File: config.mk
export PLATFORM = sky130hd
export DESIGN_NAME = lsq_ctrl
export DESIGN_NICKNAME = d
export VERILOG_FILES = /design/src/rtl/lsq_pkg.sv /design/src/rtl/lsq_flush_scan.sv /design/src/rtl/lsq_head_sel.sv /design/src/rtl/lsq_mem_seq.sv /design/src/rtl/lsq_ctrl.sv
export SDC_FILE = /design/constraint.sdc
export NUM_CORES = 1
export LEC_CHECK = 0
export ABC_AREA = 1
export BUFFER_PORTS_ARGS = -buffer_cell sky130_fd_sc_hd__buf_2
export CAP_MARGIN = 15
export CORE_ASPECT_RATIO = 1.4
export CORE_UTILIZATION = 57
export CTS_BUF_LIST = sky130_fd_sc_hd__clkbuf_4 sky130_fd_sc_hd__clkbuf_8
export CTS_CLUSTER_DIAMETER = 30
export DETAILED_ROUTE_END_ITERATION = 10
export GPL_ROUTABILITY_DRIVEN = 0
export PLACE_DENSITY = 0.74
export REMOVE_ABC_BUFFERS = 1
export SLEW_MARGIN = 20
export SYNTH_ARGS = -nofsm -noshare
export SYNTH_HDL_FRONTEND = slang
export SYNTH_SLANG_ARGS = --single-unit
File: constraint.sdc
create_clock -name clk -period 10.5 [get_ports clk]
set_input_delay 0.525 -clock clk [delete_from_list [all_inputs] [get_ports clk]]
set_output_delay 0.525 -clock clk [all_outputs]
set_load 0.005 [all_outputs]
File: src/rtl/lsq_pkg.sv
package lsq_pkg;
  typedef enum logic {
    ACC_LOAD  = 1'b0,
    ACC_STORE = 1'b1
  } acc_e;
endpackage

File: src/rtl/lsq_flush_scan.sv
// Finds how many entries, counted from the head, survive a flush.
module lsq_flush_scan #(
  parameter int DEPTH = 20,
  parameter int CFN   = 8,
  localparam int IW   = $clog2(DEPTH),
  localparam int CW   = $clog2(DEPTH + 1),
  localparam int CFW  = $clog2(CFN)
) (
  input  logic [IW-1:0]  head,
  input  logic [CW-1:0]  count,
  input  logic [CFN-1:0] flush_mask,
  input  logic [CFW-1:0] ent_cf [DEPTH],
  output logic           any_hit,
  output logic           head_hit,
  output logic [CW-1:0]  keep_cnt
);
  logic [DEPTH-1:0] slot_hit;

  generate
    for (genvar g = 0; g < DEPTH; g++) begin : g_hit
      assign slot_hit[g] = flush_mask[ent_cf[g]];
    end
  endgenerate

  always_comb begin
    any_hit  = 1'b0;
    keep_cnt = count;
    for (int k = 0; k < DEPTH; k++) begin
      logic [IW:0] s;
      s = {1'b0, head} + (IW+1)'(k);
      if (s >= (IW+1)'(DEPTH)) s = s - (IW+1)'(DEPTH);
      if (!any_hit && (CW'(k) < count) && slot_hit[s[IW-1:0]]) begin
        any_hit  = 1'b1;
        keep_cnt = CW'(k);
      end
    end
    head_hit = any_hit && (keep_cnt == '0);
  end
endmodule

File: src/rtl/lsq_head_sel.sv
// Decides whether the head entry may begin its memory access this cycle.
module lsq_head_sel #(
  parameter int ROBW = 5
) (
  input  logic            not_empty,
  input  logic            head_hit,
  input  logic            mem_free,
  input  lsq_pkg::acc_e   head_kind,
  input  logic            head_aok,
  input  logic [ROBW-1:0] head_rob,
  input  logic            rob_head_valid,
  input  logic [ROBW-1:0] rob_head_idx,
  input  logic            lookup_valid,
  output logic            start,
  output logic            start_we
);
  logic base_ok, store_ok;

  always_comb begin
    base_ok  = not_empty && !head_hit && mem_free && head_aok;
    store_ok = rob_head_valid && (rob_head_idx == head_rob) && lookup_valid;
    start_we = (head_kind == lsq_pkg::ACC_STORE);
    start    = base_ok && (!start_we || store_ok);
  end
endmodule

File: src/rtl/lsq_mem_seq.sv
// Sequencer for the single non-pipelined memory unit and the load broadcasts.
module lsq_mem_seq #(
  parameter int AW   = 32,
  parameter int DW   = 32,
  parameter int TAGW = 6,
  parameter int ROBW = 5,
  parameter int CFN  = 8,
  parameter int LAT  = 3,
  localparam int CFW = $clog2(CFN),
  localparam int LW  = $clog2(LAT + 1)
) (
  input  logic            clk,
  input  logic            rst,
  input  logic            start,
  input  logic            start_we,
  input  logic [AW-1:0]   start_addr,
  input  logic [DW-1:0]   start_wdata,
  input  logic [TAGW-1:0] start_tag,
  input  logic [ROBW-1:0] start_rob,
  input  logic [CFW-1:0]  start_cf,
  input  logic [CFN-1:0]  flush_mask,
  input  logic [DW-1:0]   mem_rdata,
  output logic            mem_free,
  output logic            mem_start,
  output logic            mem_we,
  output logic [AW-1:0]   mem_addr,
  output logic [DW-1:0]   mem_wdata,
  output logic            st_started,
  output logic [ROBW-1:0] st_rob_idx,
  output logic            tag_bc_valid,
  output logic [TAGW-1:0] tag_bc_tag,
  output logic            data_bc_valid,
  output logic [TAGW-1:0] data_bc_tag,
  output logic [DW-1:0]   data_bc_data
);
  logic [LW-1:0]   left_q;
  logic            we_q, kill_q;
  logic [TAGW-1:0] tag_q;
  logic [CFW-1:0]  cf_q;

  always_ff @(posedge clk) begin
    if (rst) begin
      left_q     <= '0;
      we_q       <= 1'b0;
      kill_q     <= 1'b0;
      mem_start  <= 1'b0;
      st_started <= 1'b0;
    end else begin
      mem_start  <= start;
      st_started <= start && start_we;
      if (start) begin
        left_q <= LW'(LAT);
        we_q   <= start_we;
        kill_q <= 1'b0;
      end else begin
        if (left_q != '0) left_q <= left_q - 1'b1;
        if ((left_q != '0) && flush_mask[cf_q]) kill_q <= 1'b1;
      end
    end
  end

  always_ff @(posedge clk) begin
    if (start) begin
      mem_addr   <= start_addr;
      mem_wdata  <= start_wdata;
      tag_q      <= start_tag;
      cf_q       <= start_cf;
      st_rob_idx <= start_rob;
    end
  end

  always_comb begin
    mem_free      = (left_q <= LW'(1));
    mem_we        = we_q && (left_q != '0);
    tag_bc_valid  = (left_q == LW'(LAT-1)) && !we_q && !kill_q;
    tag_bc_tag    = tag_q;
    data_bc_valid = (left_q == LW'(1)) && !we_q && !kill_q;
    data_bc_tag   = tag_q;
    data_bc_data  = mem_rdata;
  end
endmodule

File: src/rtl/lsq_ctrl.sv
// In-order load/store queue: storage, pointers, allocation, address writes, flush.
module lsq_ctrl #(
  parameter int DEPTH = 20,
  parameter int AW    = 32,
  parameter int DW    = 32,
  parameter int TAGW  = 6,
  parameter int ROBW  = 5,
  parameter int CFN   = 8,
  parameter int LAT   = 3,
  localparam int IW   = $clog2(DEPTH),
  localparam int CW   = $clog2(DEPTH + 1),
  localparam int CFW  = $clog2(CFN)
) (
  input  logic            clk,
  input  logic            rst,
  input  logic            alloc_valid,
  input  logic            alloc_is_store,
  input  logic [TAGW-1:0] alloc_tag,
  input  logic [ROBW-1:0] alloc_rob,
  input  logic [CFW-1:0]  alloc_cfid,
  output logic [IW-1:0]   alloc_idx,
  output logic            alloc_full,
  input  logic            addr_wr_valid,
  input  logic [IW-1:0]   addr_wr_idx,
  input  logic [AW-1:0]   addr_wr_data,
  output logic [TAGW-1:0] lookup_tag,
  input  logic            lookup_valid,
  input  logic [DW-1:0]   lookup_data,
  input  logic            rob_head_valid,
  input  logic [ROBW-1:0] rob_head_idx,
  input  logic [CFN-1:0]  flush_mask,
  input  logic [DW-1:0]   mem_rdata,
  output logic            mem_start,
  output logic            mem_we,
  output logic [AW-1:0]   mem_addr,
  output logic [DW-1:0]   mem_wdata,
  output logic            st_started,
  output logic [ROBW-1:0] st_rob_idx,
  output logic            tag_bc_valid,
  output logic [TAGW-1:0] tag_bc_tag,
  output logic            data_bc_valid,
  output logic [TAGW-1:0] data_bc_tag,
  output logic [DW-1:0]   data_bc_data
);
  import lsq_pkg::*;

  acc_e            ent_kind [DEPTH];
  logic [TAGW-1:0] ent_tag  [DEPTH];
  logic [ROBW-1:0] ent_rob  [DEPTH];
  logic [CFW-1:0]  ent_cf   [DEPTH];
  logic [AW-1:0]   ent_addr [DEPTH];
  logic [DEPTH-1:0] ent_aok;

  logic [IW-1:0] head_q, tail_q;
  logic [CW-1:0] count_q;

  logic          any_hit, head_hit, mem_free, start, start_we, alloc_do;
  logic [CW-1:0] keep_cnt;

  function automatic logic [IW-1:0] wrap_add(input logic [IW-1:0] base,
                                             input logic [CW-1:0] off);
    logic [IW+1:0] s;
    s = (IW+2)'(base) + (IW+2)'(off);
    if (s >= (IW+2)'(DEPTH)) s = s - (IW+2)'(DEPTH);
    return s[IW-1:0];
  endfunction

  assign alloc_full = (count_q == CW'(DEPTH));
  assign alloc_idx  = tail_q;
  assign alloc_do   = alloc_valid && !alloc_full && !any_hit;
  assign lookup_tag = ent_tag[head_q];

  lsq_flush_scan #(.DEPTH(DEPTH), .CFN(CFN)) u_scan (
    .head(head_q), .count(count_q), .flush_mask(flush_mask), .ent_cf(ent_cf),
    .any_hit(any_hit), .head_hit(head_hit), .keep_cnt(keep_cnt)
  );

  lsq_head_sel #(.ROBW(ROBW)) u_sel (
    .not_empty(count_q != '0), .head_hit(head_hit), .mem_free(mem_free),
    .head_kind(ent_kind[head_q]), .head_aok(ent_aok[head_q]),
    .head_rob(ent_rob[head_q]), .rob_head_valid(rob_head_valid),
    .rob_head_idx(rob_head_idx), .lookup_valid(lookup_valid),
    .start(start), .start_we(start_we)
  );

  lsq_mem_seq #(.AW(AW), .DW(DW), .TAGW(TAGW), .ROBW(ROBW), .CFN(CFN), .LAT(LAT)) u_mem (
    .clk(clk), .rst(rst), .start(start), .start_we(start_we),
    .start_addr(ent_addr[head_q]), .start_wdata(lookup_data),
    .start_tag(ent_tag[head_q]), .start_rob(ent_rob[head_q]),
    .start_cf(ent_cf[head_q]), .flush_mask(flush_mask), .mem_rdata(mem_rdata),
    .mem_free(mem_free), .mem_start(mem_start), .mem_we(mem_we),
    .mem_addr(mem_addr), .mem_wdata(mem_wdata), .st_started(st_started),
    .st_rob_idx(st_rob_idx), .tag_bc_valid(tag_bc_valid), .tag_bc_tag(tag_bc_tag),
    .data_bc_valid(data_bc_valid), .data_bc_tag(data_bc_tag),
    .data_bc_data(data_bc_data)
  );

  // Pointer and occupancy update
  always_ff @(posedge clk) begin
    if (rst) begin
      head_q  <= '0;
      tail_q  <= '0;
      count_q <= '0;
    end else begin
      if (start) head_q <= wrap_add(head_q, CW'(1));
      if (any_hit) begin
        tail_q  <= wrap_add(head_q, keep_cnt);
        count_q <= keep_cnt - CW'(start);
      end else begin
        if (alloc_do) tail_q <= wrap_add(tail_q, CW'(1));
        count_q <= count_q + CW'(alloc_do) - CW'(start);
      end
    end
  end

  // Address-valid flags
  always_ff @(posedge clk) begin
    if (rst) begin
      ent_aok <= '0;
    end else begin
      if (addr_wr_valid) ent_aok[addr_wr_idx] <= 1'b1;
      if (alloc_do) ent_aok[tail_q] <= 1'b0;
    end
  end

  // Entry payload storage, no reset, single write per array
  always_ff @(posedge clk) begin
    if (alloc_do) begin
      ent_kind[tail_q] <= alloc_is_store ? ACC_STORE : ACC_LOAD;
      ent_tag[tail_q]  <= alloc_tag;
      ent_rob[tail_q]  <= alloc_rob;
      ent_cf[tail_q]   <= alloc_cfid;
    end
  end

  always_ff @(posedge clk) begin
    if (addr_wr_valid) ent_addr[addr_wr_idx] <= addr_wr_data;
  end
endmodule

==> Yosys cells after proc, flatten, opt, wreduce, memory -nomap -nowiden <==
Memories as Yosys holds them, arrays and structs flattened. A register that Yosys moved wholly into a read port is not among the register bits.
Cells that the tools add are included.
{ "word_totals": {"ramBits": 880, "regBits": 147, "n_memories": 4, "input_bits": 135, "output_inout_bits": 130} }
{ "mem_list": {"columns": ["memory", "depth", "width", "rd", "rd_ports_with_merged_regs", "write_ports", "line_no", "rtl"], "rows": [
  ["ent_addr", 20, 32, 1, 1, 1, "lsq_ctrl.sv:51", "logic [AW-1:0] ent_addr [DEPTH];"],
  ["ent_tag", 20, 6, 1, 1, 1, "lsq_ctrl.sv:48", "logic [TAGW-1:0] ent_tag [DEPTH];"],
  ["ent_rob", 20, 5, 1, 1, 1, "lsq_ctrl.sv:49", "logic [ROBW-1:0] ent_rob [DEPTH];"],
  ["ent_kind", 20, 1, 1, 1, 1, "lsq_ctrl.sv:47", "acc_e ent_kind [DEPTH];"]
]} }
{ "classes": {"reduce_logical": 90, "n_eq_ne": 4, "muxes": 176, "magnitude_cmp": 93, "addsub": 49, "bitwise": 5} }
{ "ops": {"columns": ["op", "n"], "rows": [
  ["2-to-1 mux 5 bit", 52],
  ["< comparator 5 x 6 -> 1 bit (second input constant)", 23],
  ["greater-or-equal comparator 6 x 5 -> 1 bit (second input constant)", 22],
  ["subtractor 5 bit (second input constant)", 23],
  ["binary-select mux 1 bit (select 5 bit)", 21],
  ["< comparator 3 x 4 -> 1 bit (second input constant)", 21],
  ["2-to-1 mux 1 bit", 69],
  ["binary-select mux 1 bit (select 3 bit)", 21],
  ["bitwise mux 60 bit", 1],
  ["2-to-1 mux 20 bit", 3],
  ["logical AND 1 bit", 58],
  ["adder 5 x 4 -> 6 bit (second input constant)", 8],
  ["< comparator 4 x 5 -> 1 bit (first input constant)", 8],
  ["logical NOT 1 bit", 25],
  ["adder 5 x 3 -> 6 bit (second input constant)", 4],
  ["adder 5 x 5 -> 6 bit (second input constant)", 4],
  ["bitwise AND 20 bit", 1],
  ["< comparator 3 x 5 -> 1 bit (first input constant)", 4],
  ["< comparator 5 bit (first input constant)", 4],
  ["inverter 20 bit", 1],
  ["bitwise OR 20 bit", 1],
  ["adder 5 x 1 -> 6 bit (second input constant)", 3],
  ["binary-select mux 3 bit (select 5 bit)", 1],
  ["demux 3 bit (select 5 bit)", 1],
  ["other kinds (25)", 38]
]} }

==> Depth between registers and ports, before layout <==
Gate-level depths: netlist of the first run.
{ "depth": {"ltp_word": 91, "ltp_mapped": 56} }

==> Modules after synthesis <==
From an unflattened synthesis of the first run, not the netlist that was laid out.
{ "unflattened": {"hier_cells": 4761, "hier_area_um2": 49007.0} }
{ "modules_own_cells": {"columns": ["module", "instances", "cells_per_inst", "area_each_um2"], "rows": [
  ["lsq_ctrl", 1, 3380, 39930.8],
  ["lsq_flush_scan", 1, 1176, 5947.0],
  ["lsq_mem_seq", 1, 174, 2997.9],
  ["lsq_head_sel", 1, 31, 131.4]
]} }

==> Worst setup path after synthesis of the first run <==
Ideal clock, no wire load.
{ "synth_timing": {"path_kind": "reg-to-reg", "start": "register head_q[0]", "end": "register tail_q[3] (netlist: alloc_idx[3])", "synth_period_minus_slack_ps": 7354, "slack_ps": 3146, "setup_time_ps": 109, "t_arrival_ps": 7245, "required_ps": 10391, "path_stages_with_launch": 54, "path_cell_list": "dfxtp_1 -> buf_4 -> inv_2 -> buf_2 -> buf_1 -> clkbuf_1 -> clkbuf_1 -> clkbuf_1 -> buf_1 -> ha_1 -> xor2_2 -> inv_1 -> ha_1 -> nand2_1 -> nand2_1 -> nand2_1 -> nand2_1 -> nand2_1 -> [... 18 more ...] -> o211ai_1 -> nand2_1 -> nand2_1 -> nand2_1 -> ha_1 -> inv_1 -> fa_1 -> xnor2_1 -> inv_1 -> ha_1 -> inv_1 -> a31oi_1 -> o21ai_0 -> nor2_1 -> a21oi_1 -> o211ai_2 -> nand2_1 -> inv_1"} }
{ "synth_via": {"elab_chain_cells": 86, "word_cells_on_any_way": 225, "cone_classes": "41 x add/sub; 21 x order compare; 102 x mux; 61 x reduce/logical"} }
{ "synth_lines": {"columns": ["item", "line_no", "rtl"], "rows": [
  ["from (decl)", "lsq_ctrl.sv:54", "logic [IW-1:0] head_q, tail_q;"],
  ["from (signal assigned)", "lsq_ctrl.sv:105", "if (start) head_q <= wrap_add(head_q, CW'(1));"],
  ["parallel branches: the longest is 86 deep, another holds adder 5 x 1 -> 6 bit", null, null],
  ["to (signal assigned)", "lsq_ctrl.sv:107", "tail_q <= wrap_add(head_q, keep_cnt);"],
  ["to (signal assigned)", "lsq_ctrl.sv:110", "if (alloc_do) tail_q <= wrap_add(tail_q, CW'(1));"],
  ["to (decl)", "lsq_ctrl.sv:54", null]
]} }
Several ways; the timed one is not identified. The select of a mux whose other input is x is not followed.
A chain may end at the register's enable or synchronous reset.

==> Worst setup path after layout of the first run <==
{ "layout_timing": {"start": "register head_q[1]", "end": "register tail_q[3] (netlist: alloc_idx[3])"} }
Same word-level chain as after synthesis.

==> impl_metrics.tcl, run 1 <==
set metrics [dict create \
    ys_warn_count 0 \
    synth_top_cell_by_area "edfxtp_1" \
    drive_above_1_share_pct 13.8 \
    rsz0062_at_grt "no" \
    reg2regPathDepth 49 \
    skew_ns 0.0368 \
    grt_pass1_wl_um 191000 \
    seq_area_frac_synth_pct 66.3 \
    num_rows 124 \
    synth_cell_types 61 \
    first_iter_violations 3581 \
    critical-path-slowest-cell "dfxtp_4" \
    drc 0 \
    avgSynthCellArea_sq_um 11.3 \
    syn2layout_area_growth_pct 11.4 \
    crit_path_frequent_cell "nand2_1" \
    cts_sinks 1064 \
    r2r_start "head_q[1]$_SDFFE_PP0P_" \
    cts_tree "yes" \
    core_area_sq_um 82100 \
    port_buffers 200 \
    syn_inst 4211 \
    hold_class "in2reg" \
    drtPass1Iterations 6 \
    antenna_found_initial 10 \
    path_max_fanout 53 \
    syn_area_sq_um 47500 \
    critPathCapture "alloc_idx[3]$_SDFFE_PP0P_" \
    setup_violations 0 \
    ctsHtreeMaxLevel 4 \
    grt_max_degree 232 \
    vias_per_cell 6.15 \
    synth_flop_cell "edfxtp_1" \
    regToRegSetupSlack_ns 2.75 \
    worst_ep_required_time_ns 11.22 \
    clk_pin_slew_ns 0.07 \
    period_share_pct 73.8 \
    clk_latency_ns 0.83 \
    worstHoldPathCells 1 \
    hold_slack_ns 0.102 \
    endpoint_kind "flip-flop" \
    ys_seq_elements 1064 \
    worstPathArrival_ns 8.46 \
    status "completed" \
    startpoint "head_q[1]$_SDFFE_PP0P_" \
    grt-ovfl-total 0 \
    ctsHoldBuffers 33 \
    dp.final_hpwl_um 72800 \
    path_class "reg2reg" \
    min_period_ns 7.75 \
    wirelength_um 128000 \
    grt_pass1_vias 32915 \
    cap_violations 0 \
    cts.path.max_buffers 3 \
    synth_top_area_share_pct 64.3 \
    start_util_pct 57.9 \
    io-pin-count 265 \
    worstReg2RegEnd "alloc_idx[3]$_SDFFE_PP0P_" \
    postRouteAntennaNets 0 \
    worst_pin_slew_ns 1.24 \
    cpPeakStageDelay_ns 0.73 \
    cts_root_buf "clkbuf_8" \
    synth_edf_count 1018 \
    post-cts-setup-buffers 0 \
    fin_util_pct 64.5 \
    cts_resized 0 \
    die_w_um 246 \
    start_kind "flip-flop" \
    synth_area_leaders "edfxtp_1, o21ai_0, nand2_1" \
    powerDensity_nw_per_um2 176 \
    wl_per_cell_um 22.9 \
    p_leak_uw 0.0192 \
    dieArea_sq_um 84500 \
    maxSlewHeadroom_pct 17.1 \
    ir_drop_mv 0.137 \
    mostFrequentLayoutCell "edfxtp_1" \
    nNetsFinal 4586 \
    track_usage_pct 30.1 \
    hold_violations 0 \
    die_h_um 344 \
    num_vias 34317 \
    async_flop_share_pct 0 \
    slew_violations 0 \
    cts_inserted_buffers 161 \
    fmax_mhz 129 \
    layout_common_cells "edfxtp_1, nand2_1, nor2_1" \
]
[area by class of cell]
| cell class | count | area (sq um) |
|---|---|---|
| Antenna cell | 3 | 7.51 |
| Timing Repair Buffer | 277 | 1690 |
| Inverter | 243 | 928 |
| Clock buffer | 202 | 2570 |
| Tap cell | 1071 | 1340 |
| Multi-Input combinational cell | 2629 | 14100 |
| Clock inverter | 94 | 828 |
| Fill cell | 6160 | 29100 |
| Sequential cell | 1064 | 31500 |
[cell families (layout without fill, tap and decap cells)]
family                     after synthesis  in the layout  synth area share (%)
xor gates and xnor gates                53             53                  1.05
and+or+nand+nor                       1434           1434                  12.5
other                                    0              3                     0
adders and majority gates               75             75                  2.02
AOI/OAI and AO/OA                     1067           1067                  13.6
DFF                                   1064           1064                  66.3
buffers and inverters                  518            816                  4.49
[power breakdown]
part | switching (uW) | internal [uW]
combinational | 678 | 310
sequential | 47.5 | 4730
clock | 1640 | 1930
total | 2360 | 6970
[worst max-delay path, delay by kind of cell (launching register included)]
| family | cells | cell delay, ns |
|---|---|---|
| AOI/OAI and AO/OA | 13 | 1.70 |
| and+or+nand+nor | 19 | 1.68 |
| buffers and inverters | 9 | 1.25 |
| xor gates and xnor gates | 3 | 0.89 |
| DFF | 1 | 0.73 |
| adders and majority gates | 5 | 1.38 |
[per-stage QoR]
stage               std cells  setup TNS (ns)  setup slack, ns  area, sq um  total power [uW]
finish                   5583               0             2.75        52900              9330
floorplan                3936        -2924.83            -7.92        46300              5500
global route             5582               0             1.84        52900              9660
global placement         5251               0             3.25        49200              5790
detailed placement       5251               0             2.98        49200              5820
CTS                      5580               0             2.98        52900              9350
[per-layer routing]
layer	routed length [um]	GRT usage, %	vias to the layer above	part of all wire (%)
met3	11900	6.30	368	9.3
met2	62400	49.2	1836	49
li1	-	-	15596	-
met1	47100	37.2	16505	37
met4	6220	16.6	12	4.9
met5	70	0.339	-	0.055
[cell usage after synthesis (7+ instances only)]
cell       number
o211ai_1       50
o21ai_0       521
buf_1          14
nand2_1       568
o21ai_1         7
a21o_1          9
a221oi_1       22
buf_2          16
nand4_1         8
a2bb2oi_1      18
o211ai_2       18
a32oi_1        18
nand3b_1       21
ha_1           72
o22ai_1       145
a21oi_1       128
a41oi_1        14
inv_2          29
nand3_1       253
clkbuf_1      201
o221ai_1       62
a32o_1         11
inv_1         211
xor2_1         46
edfxtp_1     1018
nor2_1        555
nor2_4          7
a31oi_1        22
dfxtp_1        46
buf_4          43
[registers in the layout, summed over array words and instances, names as in the netlist, 2 cells and up, named ones only]
signal,flops
u_mem.left_q,2
u_mem.cf_q,3
ent_aok,20
ent_rob,100
u_mem.data_bc_tag,6
u_mem.mem_addr,32
ent_kind,20
head_q,5
u_mem.mem_wdata,32
u_mem.st_rob_idx,5
ent_tag,120
ent_addr,640
count_q,5
ent_cf,60
alloc_idx,5
[worst min-delay path by stage]
stage | slack, ns | start | end
after floorplan | 0.44 | u_mem.kill_q$_SDFFE_PP0P_ | u_mem.kill_q$_SDFFE_PP0P_
after global placement | 0.48 | ent_aok[13]$_SDFF_PP0_ | ent_aok[13]$_SDFF_PP0_
after detailed placement | 0.49 | ent_aok[13]$_SDFF_PP0_ | ent_aok[13]$_SDFF_PP0_
after CTS | 0.01 | addr_wr_data[28] | ent_addr[4][28]$_DFFE_PP_
after global routing | 0.06 | addr_wr_data[28] | ent_addr[4][28]$_DFFE_PP_
final | 0.10 | addr_wr_data[28] | ent_addr[19][28]$_DFFE_PP_
Note: power is estimated with default switching activity, not from simulation.
==> run 2: changes to the inputs <==
==> constraint.sdc (replaced) <==
create_clock -name clk -period 7.93 [get_ports clk]
set_input_delay 0.3965 -clock clk [delete_from_list [all_inputs] [get_ports clk]]
set_output_delay 0.3965 -clock clk [all_outputs]
set_load 0.005 [all_outputs]
==> run 2 against run 1 <==
Net effect:
- count of clock-buffer cells in the layout down 7
- non-clock buffer count up 55
- routed wire length is 2.2% higher
- clock skew is 0.0070 ns lower
- via count increased by 1.8%
- worst setup slack got worse by 2.0 ns
- combinational power rose by 36%
- register-to-register slack worse by 2.0 ns
- largest cell class unchanged
- sequential share of layout area is 0.41 points lower
- critical endpoint unchanged
- flip-flop and latch count unchanged
- fmax grew 8.5%
==> impl_metrics.tcl, run 2 (synthesized netlist as in run 1, its figures left out) <==
set metrics [dict create \
    status "completed" \
    num_vias 34944 \
    drive_above_1_share_pct 13.3 \
    seqPwrFrac_pct 51.7 \
    cts_tree "yes" \
    grt-ovfl-total 0 \
    cts.path.max_buffers 3 \
    maxSlewHeadroom_pct 20.2 \
    post-cts-setup-buffers 0 \
    hold_class "in2reg" \
    worst_pin_slew_ns 1.20 \
    first_iter_violations 3962 \
    top_regs "ent_addr: 640 flops, ent_tag: 120 flops, ent_rob: 100 flops" \
    hold_slack_ns 0.0797 \
    grt_pass1_wl_um 193000 \
    clock_power_share_pct 37.3 \
    regToRegSetupSlack_ns 0.79 \
    syn2layout_area_growth_pct 12.2 \
    skew_ns 0.0299 \
    grt_max_degree 218 \
    worst_ep_required_time_ns 8.64 \
    clk_latency_ns 0.83 \
    cts_sinks 1064 \
    endpoint_kind "flip-flop" \
    period_share_pct 90.0 \
    core_area_sq_um 82100 \
    critical-path-slowest-cell "dfxtp_4" \
    slew_violations 0 \
    crit_path_frequent_cell "nand2_1" \
    layout_common_cells "edfxtp_1, nand2_1, nor2_1" \
    hold_violations 0 \
    path_class "reg2reg" \
    p_leak_uw 0.0194 \
    num_rows 124 \
    port_buffers 200 \
    path_max_fanout 29 \
    clk_pin_slew_ns 0.06 \
    grt_pass1_vias 33366 \
    io-pin-count 265 \
    track_usage_pct 30.6 \
    vias_per_cell 6.21 \
    swShare_pct 25.6 \
    die_h_um 344 \
    dieArea_sq_um 84500 \
    rsz0062_at_grt "no" \
    ir_drop_mv 0.181 \
    fmax_mhz 140 \
    wirelength_um 131000 \
    mostFrequentLayoutCell "edfxtp_1" \
    cts_resized 0 \
    p_int_uw 9080 \
    num-fill-cells 6148 \
    ctsHoldBuffers 78 \
    setup_violations 0 \
    start_kind "flip-flop" \
    wl_per_cell_um 23.2 \
    final_area_sq_um 53300 \
    placed_area_sq_um 49200 \
    drtPass1Iterations 7 \
    drc 0 \
    antenna_found_initial 5 \
    worstPathArrival_ns 7.85 \
    top_register "ent_addr" \
    die_w_um 246 \
    powerDensity_nw_per_um2 229 \
    ctsHtreeMaxLevel 4 \
    nNetsFinal 4641 \
    switchingPower_uw 3130 \
    cap_violations 0 \
    cts_inserted_buffers 161 \
    largest_register_ffs 640 \
    cpPeakStageDelay_ns 0.71 \
    start_util_pct 57.9 \
    dp.final_hpwl_um 73500 \
    postRouteAntennaNets 0 \
    cts_root_buf "clkbuf_8" \
    min_period_ns 7.14 \
    p_comb_share_pct 11.0 \
]
-- run 2: cell types whose count changed in the layout (fill, tap and decap cells not counted), sizes merged --
cell	previous run	this run
dlygate4sd3	33	78
inv	245	248
bufinv	12	9
buf	244	254
diode	3	4
clkinv	68	64
clkinvlp	12	9
clkbuf	202	195
-- run 2: area by class of cell --
class	count	area (sq um)	area share (%)
antenna	4	10.0	0.0188
tap	1071	1340	2.51
sequential	1064	31500	59.1
timing repair buffer	332	2220	4.17
clock buffer	195	2500	4.68
multi-input combinational	2629	14100	26.4
inverter	243	930	1.74
clock inverter	87	731	1.37
-- run 2: metrics by stage --
| step | utilization (%) | setup TNS [ns] | setup WS [ns] | cells | total power (uW) |
|---|---|---|---|---|---|
| final | 64.9 | 0 | 0.791 | 5625 | 12200 |
| after detailed placement | 60.0 | 0 | 1.05 | 5260 | 7700 |
| after floorplan | - | -4104.46 | -10.49 | 3936 | 7280 |
| after CTS | 64.9 | 0 | 0.986 | 5620 | 12200 |
| after global placement | 60.0 | 0 | 1.20 | 5260 | 7680 |
| after global routing | 64.9 | 0 | 0.329 | 5625 | 12600 |
-- run 2: worst max-delay path: cells and delay by family, from the launching register on --
family / cells / cell delay [ns]
fa+ha+maj: 5 / 1.25
simple gates: 19 / 2.16
compound gates: 7 / 1.07
flops: 1 / 0.71
xor+xnor: 2 / 0.60
buf+inv: 8 / 1.21
-- run 2: metal layers --
metal  wire (um)  up-vias  global-route usage, %  part of all wire (%)
met5          10        -                  0.339                0.0077
met4        7420        2                   18.2                   5.7
met3       12200      429                   6.12                   9.4
met2       63000     2028                   50.3                    48
met1       47800    16771                   37.3                    37
li1            -    15714                      -                     -
-- run 2: final timing paths --
path | depth (start not counted) | startpoint | endpoint
setup / recovery | 41 | head_q[2]$_SDFFE_PP0P_ | alloc_idx[3]$_SDFFE_PP0P_
hold / removal | 1 | alloc_cfid[0] | ent_cf[39]$_DFFE_PP_
setup reg to reg | 41 | head_q[2]$_SDFFE_PP0P_ | alloc_idx[3]$_SDFFE_PP0P_
hold reg to reg | 2 | u_mem.kill_q$_SDFFE_PP0P_ | u_mem.kill_q$_SDFFE_PP0P_
-- run 2: power by group through the flow --
stage | Clock, uW | Sequential, uW | Combinational, uW
after floorplan | 0 | 6430 | 850
after global placement | 0 | 6430 | 1240
after detailed placement | 0 | 6440 | 1260
after CTS | 4600 | 6320 | 1310
after global routing | 4820 | 6330 | 1480
final | 4550 | 6320 | 1340
